[config.mk]
export PLATFORM = sky130hd
export DESIGN_NAME = dram_cmd_sched
export DESIGN_NICKNAME = d
export VERILOG_FILES = /design/src/rtl/dram_sched_pkg.sv /design/src/rtl/interval_gen.sv /design/src/rtl/faw_limiter.sv /design/src/rtl/raw_detect.sv /design/src/rtl/dram_cmd_sched.sv
export SDC_FILE = /design/constraint.sdc
export NUM_CORES = 1
export LEC_CHECK = 0
export BUFFER_PORTS_ARGS = -buffer_cell sky130_fd_sc_hd__buf_4
export CAP_MARGIN = 25
export CORE_AREA = 2 2 128 130
export CTS_CLUSTER_SIZE = 40
export DETAILED_ROUTE_END_ITERATION = 10
export DIE_AREA = 0 0 130 132
export GPL_TIMING_DRIVEN = 0
export PLACE_DENSITY = 0.74
export REMOVE_ABC_BUFFERS = 1
export SYNTH_ARGS = -nofsm -noshare
export SYNTH_HDL_FRONTEND = slang
export SYNTH_HIERARCHICAL = 1
export SYNTH_SLANG_ARGS = --single-unit
[constraint.sdc]
create_clock -name clk -period 2.8 [get_ports clk]
set_input_delay 0.14 -clock clk [delete_from_list [all_inputs] [get_ports clk]]
set_output_delay 0.14 -clock clk [all_outputs]
set_load 0.005 [all_outputs]
[src/rtl/dram_sched_pkg.sv]
package dram_sched_pkg;

  localparam int N_CLASS = 5;
  localparam int K_REF   = 0;
  localparam int K_CAS   = 1;
  localparam int K_SCRUB = 2;
  localparam int K_RD    = 3;
  localparam int K_WR    = 4;

  // Isolate the lowest set bit: lower index means higher rank.
  function automatic logic [N_CLASS-1:0] pick_first(input logic [N_CLASS-1:0] elig);
    return elig & (~elig + 1'b1);
  endfunction

  // Saturating age increment.
  function automatic int unsigned age_inc(input int unsigned a, input int unsigned lim);
    return (a >= lim) ? lim : a + 1;
  endfunction

endpackage

[src/rtl/interval_gen.sv]
module interval_gen #(
  parameter int CNT_W = 13
) (
  input  logic             clk,
  input  logic             rst_n,
  input  logic [CNT_W-1:0] interval,
  input  logic             gnt,
  output logic             pend
);
  logic [CNT_W-1:0] cnt_q;
  logic             expire;

  assign expire = !pend && (cnt_q == interval - 1'b1);

  always_ff @(posedge clk) begin
    if (!rst_n) begin
      cnt_q <= '0;
      pend  <= 1'b0;
    end else if (pend) begin
      if (gnt) pend <= 1'b0;
    end else if (expire) begin
      pend  <= 1'b1;
      cnt_q <= '0;
    end else begin
      cnt_q <= cnt_q + 1'b1;
    end
  end

  // an ungranted request is held
  a_r7_pend_hold: assert property (@(posedge clk) disable iff (!rst_n)
    (pend && !gnt) |=> pend);
  // a grant clears the request
  a_r7_grant_clears: assert property (@(posedge clk) disable iff (!rst_n)
    (pend && gnt) |=> !pend);
  // a grant only comes for a pending request
  a_r2_gnt_needs_pend: assert property (@(posedge clk) disable iff (!rst_n)
    gnt |-> pend);
endmodule

[src/rtl/faw_limiter.sv]
module faw_limiter #(
  parameter int FAW_WIN = 16,
  parameter int FAW_CNT = 4
) (
  input  logic clk,
  input  logic rst_n,
  input  logic act_fire,
  output logic act_ok
);
  import dram_sched_pkg::*;

  localparam int AGE_W = $clog2(FAW_WIN + 1);

  // Age in cycles of each of the most recent activates, saturating at FAW_WIN.
  logic [AGE_W-1:0] age_q [FAW_CNT];

  assign act_ok = (age_q[FAW_CNT-1] >= AGE_W'(FAW_WIN));

  for (genvar g = 0; g < FAW_CNT; g++) begin : g_age
    always_ff @(posedge clk) begin
      if (!rst_n) begin
        age_q[g] <= AGE_W'(FAW_WIN);
      end else if (act_fire) begin
        if (g == 0) age_q[g] <= AGE_W'(1);
        else        age_q[g] <= AGE_W'(age_inc(int'(age_q[(g == 0) ? 0 : g-1]), FAW_WIN));
      end else begin
        age_q[g] <= AGE_W'(age_inc(int'(age_q[g]), FAW_WIN));
      end
    end
  end

  // an activate is only issued when the window allows it
  a_r3_window: assert property (@(posedge clk) disable iff (!rst_n)
    act_fire |-> act_ok);
  // the newest age restarts after an activate
  a_r3_age_restart: assert property (@(posedge clk) disable iff (!rst_n)
    act_fire |=> (age_q[0] == AGE_W'(1)));
endmodule

[src/rtl/raw_detect.sv]
module raw_detect #(
  parameter int ADDR_W = 32,
  parameter int N_WR   = 8
) (
  input  logic [ADDR_W-1:0]      rd_addr,
  input  logic [N_WR-1:0]        wr_valid,
  input  logic [N_WR*ADDR_W-1:0] wr_addr,
  output logic                   hit
);
  logic [N_WR-1:0] slot_match;

  for (genvar k = 0; k < N_WR; k++) begin : g_slot
    assign slot_match[k] = wr_valid[k] && (wr_addr[k*ADDR_W +: ADDR_W] == rd_addr);
  end

  assign hit = |slot_match;
endmodule

[src/rtl/dram_cmd_sched.sv]
module dram_cmd_sched #(
  parameter int ADDR_W  = 32,
  parameter int N_WR    = 8,
  parameter int FAW_WIN = 16,
  parameter int FAW_CNT = 4,
  parameter int REF_W   = 13,
  parameter int SCRUB_W = 12
) (
  input  logic                   clk,
  input  logic                   rst_n,
  input  logic [REF_W-1:0]       ref_interval,
  input  logic [SCRUB_W-1:0]     scrub_interval,
  input  logic                   cas_req,
  input  logic                   cas_act,
  input  logic                   rd_req,
  input  logic                   rd_act,
  input  logic [ADDR_W-1:0]      rd_addr,
  input  logic                   wr_req,
  input  logic                   wr_act,
  input  logic [N_WR-1:0]        wr_valid,
  input  logic [N_WR*ADDR_W-1:0] wr_addr,
  output logic [4:0]             grant,
  output logic                   act
);
  import dram_sched_pkg::*;

  logic ref_pend, scrub_pend, act_ok, raw_hit;
  logic [N_CLASS-1:0] elig;

  interval_gen #(.CNT_W(REF_W)) u_ref_gen (
    .clk(clk), .rst_n(rst_n), .interval(ref_interval),
    .gnt(grant[K_REF]), .pend(ref_pend));

  interval_gen #(.CNT_W(SCRUB_W)) u_scrub_gen (
    .clk(clk), .rst_n(rst_n), .interval(scrub_interval),
    .gnt(grant[K_SCRUB]), .pend(scrub_pend));

  faw_limiter #(.FAW_WIN(FAW_WIN), .FAW_CNT(FAW_CNT)) u_faw (
    .clk(clk), .rst_n(rst_n), .act_fire(act), .act_ok(act_ok));

  raw_detect #(.ADDR_W(ADDR_W), .N_WR(N_WR)) u_raw (
    .rd_addr(rd_addr), .wr_valid(wr_valid), .wr_addr(wr_addr), .hit(raw_hit));

  always_comb begin
    elig          = '0;
    elig[K_REF]   = ref_pend;
    elig[K_CAS]   = cas_req && (!cas_act || act_ok);
    elig[K_SCRUB] = scrub_pend;
    elig[K_RD]    = rd_req && !raw_hit && (!rd_act || act_ok);
    elig[K_WR]    = wr_req && (!wr_act || act_ok);
  end

  assign grant = pick_first(elig);
  assign act   = (grant[K_CAS] && cas_act) || (grant[K_RD] && rd_act) ||
                 (grant[K_WR] && wr_act);

  // one grant at most
  a_r1_onehot: assert property (@(posedge clk) disable iff (!rst_n)
    $onehot0(grant));
  // a pending refresh always wins
  a_r2_ref_wins: assert property (@(posedge clk) disable iff (!rst_n)
    ref_pend |-> grant[K_REF]);
  // an unblocked CAS wins when no refresh is pending
  a_r2_cas_next: assert property (@(posedge clk) disable iff (!rst_n)
    (cas_req && (!cas_act || act_ok) && !ref_pend) |-> grant[K_CAS]);
  // the activate strobe comes only with a grant
  a_r3_act_granted: assert property (@(posedge clk) disable iff (!rst_n)
    act |-> ($countones(grant) == 1));
  // no read issued past a matching pending write
  a_r4_no_raw: assert property (@(posedge clk) disable iff (!rst_n)
    raw_hit |-> !grant[K_RD]);
endmodule

Word level (Yosys, flattened, before mapping)

Memory sizes are Yosys's and may differ from the RTL's.
Cells that the tools add are included.

Bits of input ports: 329
Logic and storage cells: 95
Memories kept: 1
Memory bits (writable): 20
Output and inout port bits: 6
Bits in registers: 27

Memories:

| memory      | depth | width | read ports | clocked after Yosys merged registers in | wr ports | line              | source |
|---|---|---|---|---|---|---|---|
| u_faw.age_q | 4     | 5     | 4          | 0                                       | 4        | faw_limiter.sv:15 | `logic [AGE_W-1:0] age_q [FAW_CNT];` |

Order comparisons: 5
Multiplexer cells: 27
Add/subtract/negate cells: 9
Reductions and logical operators: 29
Bitwise operators: 10
Equal/unequal tests: 10

Operators with widths:

| kind                                               | number |
|---|---|
| == test 32 bit                                     | 8 |
| 2-to-1 mux 5 bit                                   | 12 |
| adder 5 x 1 -> 5 bit, second input constant        | 5 |
| >= comparator 5 bit, second input constant         | 5 |
| logical AND 1 bit                                  | 17 |
| adder 13 x 1 -> 13 bit, second input constant      | 1 |
| == test 13 bit                                     | 1 |
| 2-to-1 mux 1 bit                                   | 13 |
| 2-to-1 mux 13 bit                                  | 1 |
| subtractor 13 x 1 -> 13 bit, second input constant | 1 |
| adder 12 x 1 -> 12 bit, second input constant      | 1 |
| == test 12 bit                                     | 1 |
| 2-to-1 mux 12 bit                                  | 1 |
| subtractor 12 x 1 -> 12 bit, second input constant | 1 |
| OR 1 bit                                           | 8 |
| OR reduction 8 bit                                 | 1 |
| logical NOT 1 bit                                  | 6 |
| AND 5 bit                                          | 1 |
| logical OR 1 bit                                   | 5 |
| inverter 5 bit                                     | 1 |

Longest topological paths before layout

Gate-level depths: netlist of the first run.

Depth after elaboration: 17
Depth in mapped cells: 15
Depth with buffers taken out: 12

Modules after synthesis

Netlist of the first run, hierarchy kept.

Modules (own cells, without submodules):

| module                      | cells an instance | seq. area each (µm²) | area an instance (µm²) | instances |
|---|---|---|---|---|
| raw_detect                  | 384               | 0.0                  | 3,144.3                | 1 |
| faw_limiter                 | 114               | 600.6                | 1,266.2                | 1 |
| interval_gen at u_scrub_gen | 136               | 260.2                | 1,064.8                | 1 |
| interval_gen at u_ref_gen   | 136               | 280.3                | 1,061.0                | 1 |
| dram_cmd_sched              | 17                | 0.0                  | 111.4                  | 1 |

Least setup slack after synthesis of the first run

No wires, ideal clock.

Kind: input-to-reg
From: in rd_addr[28]
To: mem u_faw/age_q[3][2] (netlist name), data pin
Stages: 14
Data arrival time: 2.236 ns
Setup time: 0.254 ns
Setup slack: 0.309 ns
Data required time: 2.546 ns
Path buffers: 3
Cell sequence: buf_4 -> xnor2_1 -> nand4_1 -> nor4_1 -> nand4_1 -> o22ai_1 -> or4_1 -> nand2b_1 -> a31oi_1 -> o32ai_1 -> buf_6 -> buf_6 -> nor3b_2 -> o21a_1

RTL lines:

| what               | line                 | source |
|---|---|---|
| start: declaration | dram_cmd_sched.sv:17 | `input logic [ADDR_W-1:0] rd_addr,` |
| end: declaration   | faw_limiter.sv:15    |  |

==> results of run 1 <==
## power by group through the flow
| stage | sequential (mW) | combinational [mW] | clock (mW) |
|---|---|---|---|
| after CTS | 0.823 | 1.19 | 0.703 |
| after floorplan | 0.822 | 0.544 | 0 |
| after global routing | 0.835 | 1.36 | 0.737 |
| after global placement | 0.839 | 1.15 | 0 |
| final | 0.826 | 1.26 | 0.695 |
| after detailed placement | 0.839 | 1.18 | 0 |
## per-stage QoR
| stage | setup TNS [ps] | util | setup WS (ps) | cell area, µm² |
|---|---|---|---|---|
| finish | 0 | 0.612 | 56.8 | 9610 |
| global route | -31.8 | 0.611 | -24.2 | 9610 |
| CTS | 0 | 0.592 | 11.4 | 9300 |
| detailed placement | -12110 | 0.577 | -586 | 9070 |
| global placement | -36920 | 0.575 | -1850 | 9030 |
| floorplan | -3940 | - | -340 | 6260 |
## cells in the final DEF, fill, tap and decap left out, drive strengths merged, types with 25 or more instances in the layout
master	count
xnor2	186
buf	336
nor4	35
xor2	124
nor3	25
nand4	44
nand3	26
dfxtp	27
nand2	34
nor2	31
## critical path, delay by kind of cell
kind | cells | cell delay (ps)
and+or+nand+nor | 6 | 1200
AOI/OAI and AO/OA | 5 | 850
buffers and inverters | 2 | 400
xor gates and xnor gates | 1 | 150
## routing by layer
layer | track usage | part of all wire
met1 | 0.400 | 0.41
met2 | 0.495 | 0.46
met3 | 0.0714 | 0.089
met4 | 0.107 | 0.038
met5 | 0 | 0
## state kept, by name, summed over array words and instances (netlist names)
name and flops:
u_ref_gen/pend 1, u_scrub_gen/pend 1, u_scrub_gen/cnt_q 12, u_faw/age_q 20, u_ref_gen/cnt_q 13
## final cells by class
| class | count | area, µm² |
|---|---|---|
| fillers | 1383 | 6100 |
| multi-input cells | 683 | 5270 |
| repair buffers | 339 | 2660 |
| flip-flops and latches | 47 | 1140 |
| well taps | 216 | 270 |
| clock buffers | 8 | 179 |
| inverters | 24 | 90.1 |
| diodes | 2 | 5.00 |
## kinds of logic (layout without fill, tap and decap cells)
logic type,after synthesis,count (layout),share of synthesized area
xor+xnor,310,310,0.408
simple gates,265,265,0.230
buf+inv,76,371,0.0830
compound gates,73,73,0.0791
flops,47,47,0.172
fa+ha+maj,12,12,0.0226
mux,3,3,0.00452
other cells,1,22,0.000564
## what timing repair did
action / 4_1_cts / 5_1_grt
setup endpoints to repair: 21 / 25
gates cloned: 0 / 2
resized for setup: 9 / 43
setup buffers: 0 / 1
pin swaps: 1 / 16
hold buffers: 0 / 0
## worst paths after layout
path	to	startpoint	depth (start not counted)
worst max-delay path	u_faw/age_q[1][4]	rd_addr[5]	14
worst min-delay path	u_scrub_gen/cnt_q[3]	rst_n	3
worst max register to register	u_ref_gen/cnt_q[8]	u_ref_gen/cnt_q[6]	7
worst min register to register	u_scrub_gen/cnt_q[11]	u_scrub_gen/cnt_q[11]	3
==> flow_metrics.env, run 1 <==
export IMPL_tightestPinTransition_ps=909
export IMPL_netlist_area_um2=6650
export IMPL_final_nets=1441
export IMPL_skew_ps=8.35
export IMPL_cts_inserted_buffers=5
export IMPL_yosysMostFrequentCell="xnor2_1"
export IMPL_place_congestion=0.960
export IMPL_vdd_drop_max_mv=0.276
export IMPL_path_max_fanout=8
export IMPL_worst_setup_path_start_kind="primary input"
export IMPL_layoutNonFillerInstCount=1319
export IMPL_synth_edf_count=20
export IMPL_cts_root_buf="clkbuf_16"
export IMPL_core_area_um2=15700
export IMPL_finalWirelength_um=27600
export IMPL_dp_cells=1305
export IMPL_cap_violations=0
export IMPL_ys_seq_area_frac=0.172
export IMPL_hold_worst_slack_ps=287
export IMPL_relSlewSlack=0.390
export IMPL_die_area_um2=17200
export IMPL_num_vias=7105
export IMPL_ys_top_cells_by_area="xnor2_1, xor2_1, edfxtp_1"
export IMPL_async_reset_ff_frac=0
export IMPL_clockBufferDepth=2
export IMPL_post_route_period_util=0.980
export IMPL_die_h_um=132
export IMPL_syn_area_per_cell_um2=8.45
export IMPL_slowest_stage="nor4_4"
export IMPL_synth_area_leader_cell="xnor2_1"
export IMPL_swShare=0.320
export IMPL_max_stage_delay_ps=380
export IMPL_clkTransAtPathRegs_ps=70
export IMPL_power_density_nw_per_um2=289
export IMPL_syn2layout_area_growth_pct=44.6
export IMPL_grt_pass1_vias=6945
export IMPL_ios=335
export IMPL_slew_viol_final=0
export IMPL_p_int_mw=1.89
export IMPL_initial_core_util=0.423
export IMPL_grt_usage=0.307
export IMPL_yosys_warnings=6
export IMPL_syn_inst=787
export IMPL_cp_cell_sequence="buf_4 > xnor2_1 > nand4_1 > nor4_4 > nand4_1 > o22ai_1 > or4_4 > and3b_1 > a31oi_2 > o32ai_4 > buf_12 > a311oi_2 > a21o_1 > nand2_1"
export IMPL_setup_viol=0
export IMPL_synth_distinct_cells=65
export IMPL_critPathKind="in -> reg"
export IMPL_grt_max_degree=42
export IMPL_drive_gt1_frac=0.356
export IMPL_drc=0
export IMPL_worst_path_most_repeated_cell="nand4_1"
export IMPL_arrival_ps=2760
export IMPL_rows=46
export IMPL_htreeDepth=2
export IMPL_clock_fmax_mhz=365
export IMPL_p_comb_frac=0.453
export IMPL_share_seq_of_total_power=0.297
export IMPL_ys_flop_type="dfxtp_1"
export IMPL_synth_ff_latch_count=47
export IMPL_vias_per_cell=5.39
export IMPL_hold_class="in -> reg"
export IMPL_r2r_slack_ps=340
export IMPL_synth_top_area_share=0.245
export IMPL_grt_pass1_wl_um=39300
export IMPL_drt_initial_drc_count=470
export IMPL_endpoint_kind="flop"
export IMPL_status="complete, no violations"
export IMPL_finalPower_mw=2.78
export IMPL_post_drt_wl_per_cell_um=20.9
export IMPL_period_minus_slack_ps=2740
export IMPL_io_buffer_count=334
export IMPL_p_sw_mw=0.890
export IMPL_p_leak_nw=4.02
export IMPL_hpwl_um=22200
export IMPL_grt_overflow=0
export IMPL_required_ps=2820
export IMPL_drtAntennaViolNets=0
export IMPL_clkSinkCount=47
export IMPL_tritoncts="done"
export IMPL_synthTopCellsByCount="xnor2_1, xor2_1, nand4_1, nor4_1, nand2_1"
export IMPL_p_clk_frac=0.250
export IMPL_drt_first_pass_iters=5
export IMPL_clock_latency_ps=290
export IMPL_fp_dieW_um=130
export IMPL_antenna_found_initial=2
export IMPL_timing_final_hold_violations=0
(Power assumes the default switching activity.)
==> run 2, diff against run 1 <==
GPL_TIMING_DRIVEN = unset   (was 0)
==> flow_metrics.env, run 2 (synthesized netlist as in run 1, its figures left out) <==
export IMPL_status="complete, no violations"
export IMPL_num_vias=7224
export IMPL_path_max_fanout=27
export IMPL_max_stage_delay_ps=580
export IMPL_arrival_ps=2610
export IMPL_p_sw_mw=0.910
export IMPL_initial_core_util=0.423
export IMPL_cp_cell_sequence="buf_4 > buf_4 > xnor2_1 > nand4_1 > nor4_2 > nand4_1 > o22ai_1 > or4_4 > nand2b_1 > a31oi_1 > o32ai_2 > buf_12 > buf_4 > buf_4"
export IMPL_io_buffer_count=334
export IMPL_antenna_found_initial=5
export IMPL_slowest_stage="or4_4"
export IMPL_place_congestion=0.955
export IMPL_relSlewSlack=0.528
export IMPL_die_area_um2=17200
export IMPL_seq_area_um2=1140
export IMPL_tightestPinTransition_ps=703
export IMPL_layoutNonFillerInstCount=1379
export IMPL_clock_latency_ps=290
export IMPL_rsz0062_at_grt="no"
export IMPL_drtAntennaViolNets=0
export IMPL_crit_family="simple AND/OR/NAND/NOR gates"
export IMPL_drive_gt1_frac=0.375
export IMPL_whs_path_depth=3
export IMPL_place_area_um2=9610
export IMPL_endpoint_kind="output port"
export IMPL_required_ps=2660
export IMPL_p_comb_frac=0.458
export IMPL_finalPower_mw=2.82
export IMPL_rr_startpoint="u_ref_gen/cnt_q[6]"
export IMPL_clkTransAtPathRegs_ps=70
export IMPL_clockBufferDepth=2
export IMPL_p_leak_nw=4.15
export IMPL_crit_buf_inv=5
export IMPL_hold_start="rst_n"
export IMPL_p_int_mw=1.91
export IMPL_p_clk_frac=0.248
export IMPL_top_regs="u_faw/age_q x20, u_ref_gen/cnt_q x13, u_scrub_gen/cnt_q x12"
export IMPL_share_seq_of_total_power=0.294
export IMPL_htreeDepth=2
export IMPL_swShare=0.323
export IMPL_r2r_end="u_ref_gen/cnt_q[1]"
export IMPL_vias_per_cell=5.24
export IMPL_postCtsHoldBufs=0
export IMPL_clock_fmax_mhz=364
export IMPL_grt_pass1_wl_um=41300
export IMPL_setup_ws_ps=49.1
export IMPL_worst_path_most_repeated_cell="buf_4"
export IMPL_cts_root_buf="clkbuf_16"
export IMPL_dp_cells=1364
export IMPL_post_drt_wl_per_cell_um=20.6
export IMPL_hold_path_end="u_scrub_gen/cnt_q[7]"
export IMPL_fillCellCount=1465
export IMPL_mostFrequentLayoutCells="buf_4, xnor2_1, xor2_1"
export IMPL_worst_setup_path_start_kind="primary input"
export IMPL_hold_worst_slack_ps=294
export IMPL_fp_dieW_um=130
export IMPL_ios=335
export IMPL_slew_viol_final=0
export IMPL_timing_final_hold_violations=0
export IMPL_regMostFlops="u_faw/age_q"
export IMPL_rows=46
export IMPL_tritoncts="done"
export IMPL_setup_viol=0
export IMPL_clkSinkCount=47
export IMPL_skew_ps=12.6
export IMPL_critPathKind="in -> out"
export IMPL_hpwl_um=24300
export IMPL_grt_pass1_vias=7221
export IMPL_grt_usage=0.322
export IMPL_hold_class="in -> reg"
export IMPL_vdd_drop_max_mv=0.342
export IMPL_dp_slack_ps=-310
export IMPL_final_area_um2=9870
export IMPL_r2r_slack_ps=570
export IMPL_multi_input_area_um2=5110
export IMPL_post_route_period_util=0.982
export IMPL_reg2reg_depth=6
export IMPL_grt_overflow=0
export IMPL_final_nets=1496
export IMPL_syn2layout_area_growth_pct=48.5
export IMPL_die_h_um=132
export IMPL_power_density_nw_per_um2=285
export IMPL_grt_max_degree=42
export IMPL_final_common_cell="buf_4"
export IMPL_largest_reg_flops=20
export IMPL_drc=0
export IMPL_core_area_um2=15700
export IMPL_cap_violations=0
export IMPL_drt_first_pass_iters=5
export IMPL_period_minus_slack_ps=2750
export IMPL_drt_initial_drc_count=586
export IMPL_finalWirelength_um=28400
export IMPL_cts_inserted_buffers=5
run 2: area by class of cell:
type,count,area share
diodes,7,0.00177
repair buffers,394,0.311
clock inverters,3,0.00469
clock buffers,5,0.0127
multi-input cells,683,0.518
inverters,24,0.00913
flip-flops and latches,47,0.116
well taps,216,0.0274
run 2: layer usage:
layer	GRT usage	vias to the layer above	part of all wire
met5	0	-	0.00028
met4	0.116	2	0.039
met3	0.0889	60	0.10
met2	0.525	345	0.47
met1	0.405	3363	0.39
li1	-	3454	-
run 2: how the worst max path moves through the flow:
stage | start | to | slack (ps) | cells after the start
after floorplan | wr_addr[221] | u_faw/age_q[3][3] | -340 | 11
after global placement | rd_addr[27] | u_faw/age_q[1][4] | -290 | 15
after detailed placement | rd_addr[27] | u_faw/age_q[1][4] | -310 | 15
final | rd_addr[14] | act | 50 | 14
after global routing | rd_addr[7] | act | 2 | 14
after CTS | rd_addr[24] | act | 30 | 14
run 2: stage by stage:
stage          TNS (ps)   util
2_1_floorplan     -3940      -
3_3_place_gp      -3900  0.611
3_5_place_dp      -4460  0.611
4_1_cts               0  0.624
5_1_grt               0  0.627
6_report              0  0.628
run 2: worst register-to-register path, stage by stage, from the launching register on:
cell and delay [ps]:
dfxtp_1 420, xnor2_1 140, or4_1 480, a211oi_1 340, nand2_1 100, nor4_1 450, o211ai_1 170
run 2: power groups by stage:
stage               sequential, mW  combinational (mW)  clock, mW
floorplan                    0.822               0.544          0
detailed placement           0.842                1.27          0
global placement             0.840                1.25          0
CTS                          0.827                1.27      0.708
global route                 0.836                1.39      0.738
finish                       0.828                1.29      0.698
run 2: timing repair:
action / CTS / global route
resized for setup: 4 / 9
buffers inserted: 0 / 0
pin swaps: 1 / 7
setup endpoints to repair: 3 / 9
gates cloned: 0 / 0
==> run 3, diff against run 2 <==
CTS_CLUSTER_SIZE = 14   (was 40)
RECOVER_POWER = 50   (was unset)
==> flow_metrics.env, run 3 (synthesized netlist as in run 1, its figures left out) <==
export IMPL_top_regs="u_faw/age_q x20, u_ref_gen/cnt_q x13, u_scrub_gen/cnt_q x12"
export IMPL_status="complete, no violations"
export IMPL_drt_first_pass_iters=5
export IMPL_htreeDepth=2
export IMPL_rsz0062_at_grt="no"
export IMPL_fillCellCount=1470
export IMPL_setup_viol=0
export IMPL_tritoncts="done"
export IMPL_largest_reg_flops=20
export IMPL_final_common_cell="buf_4"
export IMPL_dp_cells=1364
export IMPL_mostFrequentLayoutCells="buf_4, xnor2_1, xor2_1"
export IMPL_clock_fmax_mhz=362
export IMPL_cts_setup_buffers=0
export IMPL_critPathKind="in -> out"
export IMPL_slew_viol_final=0
export IMPL_relSlewSlack=0.577
export IMPL_regMostFlops="u_faw/age_q"
export IMPL_crit_family="simple AND/OR/NAND/NOR gates"
export IMPL_drtAntennaViolNets=0
export IMPL_grt_pass1_vias=7221
export IMPL_clock_latency_ps=290
export IMPL_tightestPinTransition_ps=630
export IMPL_grt_max_degree=42
export IMPL_drive_gt1_frac=0.372
export IMPL_slowest_stage="or4_4"
export IMPL_rows=46
export IMPL_place_area_um2=9610
export IMPL_num_vias=7182
export IMPL_final_nets=1496
export IMPL_initial_core_util=0.423
export IMPL_hold_class="in -> reg"
export IMPL_clkTransAtPathRegs_ps=70
export IMPL_antenna_found_initial=5
export IMPL_die_h_um=132
export IMPL_grt_pass1_wl_um=41300
export IMPL_drt_initial_drc_count=566
export IMPL_clockBufferDepth=2
export IMPL_endpoint_kind="output port"
export IMPL_p_leak_nw=4.13
export IMPL_period_minus_slack_ps=2760
export IMPL_place_congestion=0.955
export IMPL_fp_dieW_um=130
export IMPL_grt_overflow=0
export IMPL_skew_ps=11.8
export IMPL_drc=0
export IMPL_post_drt_wl_per_cell_um=20.6
export IMPL_power_density_nw_per_um2=286
export IMPL_vdd_drop_max_mv=0.342
export IMPL_cp_cell_sequence="buf_4 > buf_4 > xnor2_1 > nand4_1 > nor4_2 > nand4_1 > o22ai_1 > or4_4 > nand2b_1 > a31oi_1 > o32ai_2 > buf_12 > buf_4 > buf_4"
export IMPL_cts_inserted_buffers=5
export IMPL_layoutNonFillerInstCount=1379
export IMPL_timing_final_hold_violations=0
export IMPL_arrival_ps=2620
export IMPL_required_ps=2660
export IMPL_grt_usage=0.322
export IMPL_ios=335
export IMPL_finalWirelength_um=28400
export IMPL_path_max_fanout=27
export IMPL_worst_path_most_repeated_cell="buf_4"
export IMPL_hpwl_um=24300
export IMPL_post_route_period_util=0.985
export IMPL_worst_setup_path_start_kind="primary input"
export IMPL_clkSinkCount=47
export IMPL_max_stage_delay_ps=590
export IMPL_hold_worst_slack_ps=287
export IMPL_cap_violations=0
export IMPL_syn2layout_area_growth_pct=48.2
export IMPL_die_area_um2=17200
export IMPL_vias_per_cell=5.21
export IMPL_crit_buf_inv=5
export IMPL_io_buffer_count=334
export IMPL_cts_root_buf="clkbuf_16"
export IMPL_final_area_um2=9850
export IMPL_core_area_um2=15700
run 3: final timing paths:
path,startpoint,endpoint,slack (ps),cells past startpoint
min reg2reg,u_ref_gen/cnt_q[12],u_ref_gen/cnt_q[12],550,2
max reg2reg,u_scrub_gen/cnt_q[8],u_scrub_gen/cnt_q[0],470,6
min,rst_n,u_scrub_gen/cnt_q[9],290,3
max,rd_addr[14],act,40,14
run 3: worst register-to-register path: cells and delay by family (launching register included):
| kind | cells | cell delay, ps |
|---|---|---|
| AND/OR/NAND/NOR | 1 | 490 |
| buffers and inverters | 1 | 470 |
| AO/OA/AOI/OAI | 3 | 700 |
| XOR/XNOR | 1 | 160 |
| flip-flops | 1 | 390 |
run 3: area by class of cell:
class	count	area, µm²	area share
clock buffers	5	125	0.0127
well taps	216	270	0.0274
repair buffers	394	3060	0.310
multi-input cells	683	5100	0.518
inverters	24	90.1	0.00915
diodes	7	17.5	0.00178
clock inverters	3	46.3	0.00470
flip-flops and latches	47	1140	0.116
run 3: where the power goes:
part / internal, mW / leakage, nW / total, mW / switching, mW
registers: 0.761 / 0.417 / 0.828 / 0.0669
clock network: 0.425 / 0.0805 / 0.698 / 0.274
logic: 0.718 / 3.64 / 1.29 / 0.568
run 3: routing by layer:
layer / vias up / GRT usage / share of wire
met1: 3342 / 0.405 / 0.39
met4: 2 / 0.116 / 0.037
met5: - / 0 / 0.00028
li1: 3452 / - / -
met3: 56 / 0.0889 / 0.10
met2: 330 / 0.525 / 0.47
run 3: metrics by stage:
stage	setup TNS, ps	util	setup slack, ps	total power, mW
after detailed placement	-4460	0.611	-310	2.11
after global placement	-3900	0.611	-292	2.09
after floorplan	-3940	-	-340	1.37
after global routing	0	0.626	2.50	2.96
final	0	0.627	40.7	2.81
after CTS	0	0.624	27.9	2.81
run 3: timing repair:
action                     CTS  global route
pin swaps                    1             7
setup endpoints to repair    3             9
hold endpoints to repair     0             0
gates resized for setup      4             9
hold buffers                 0             0
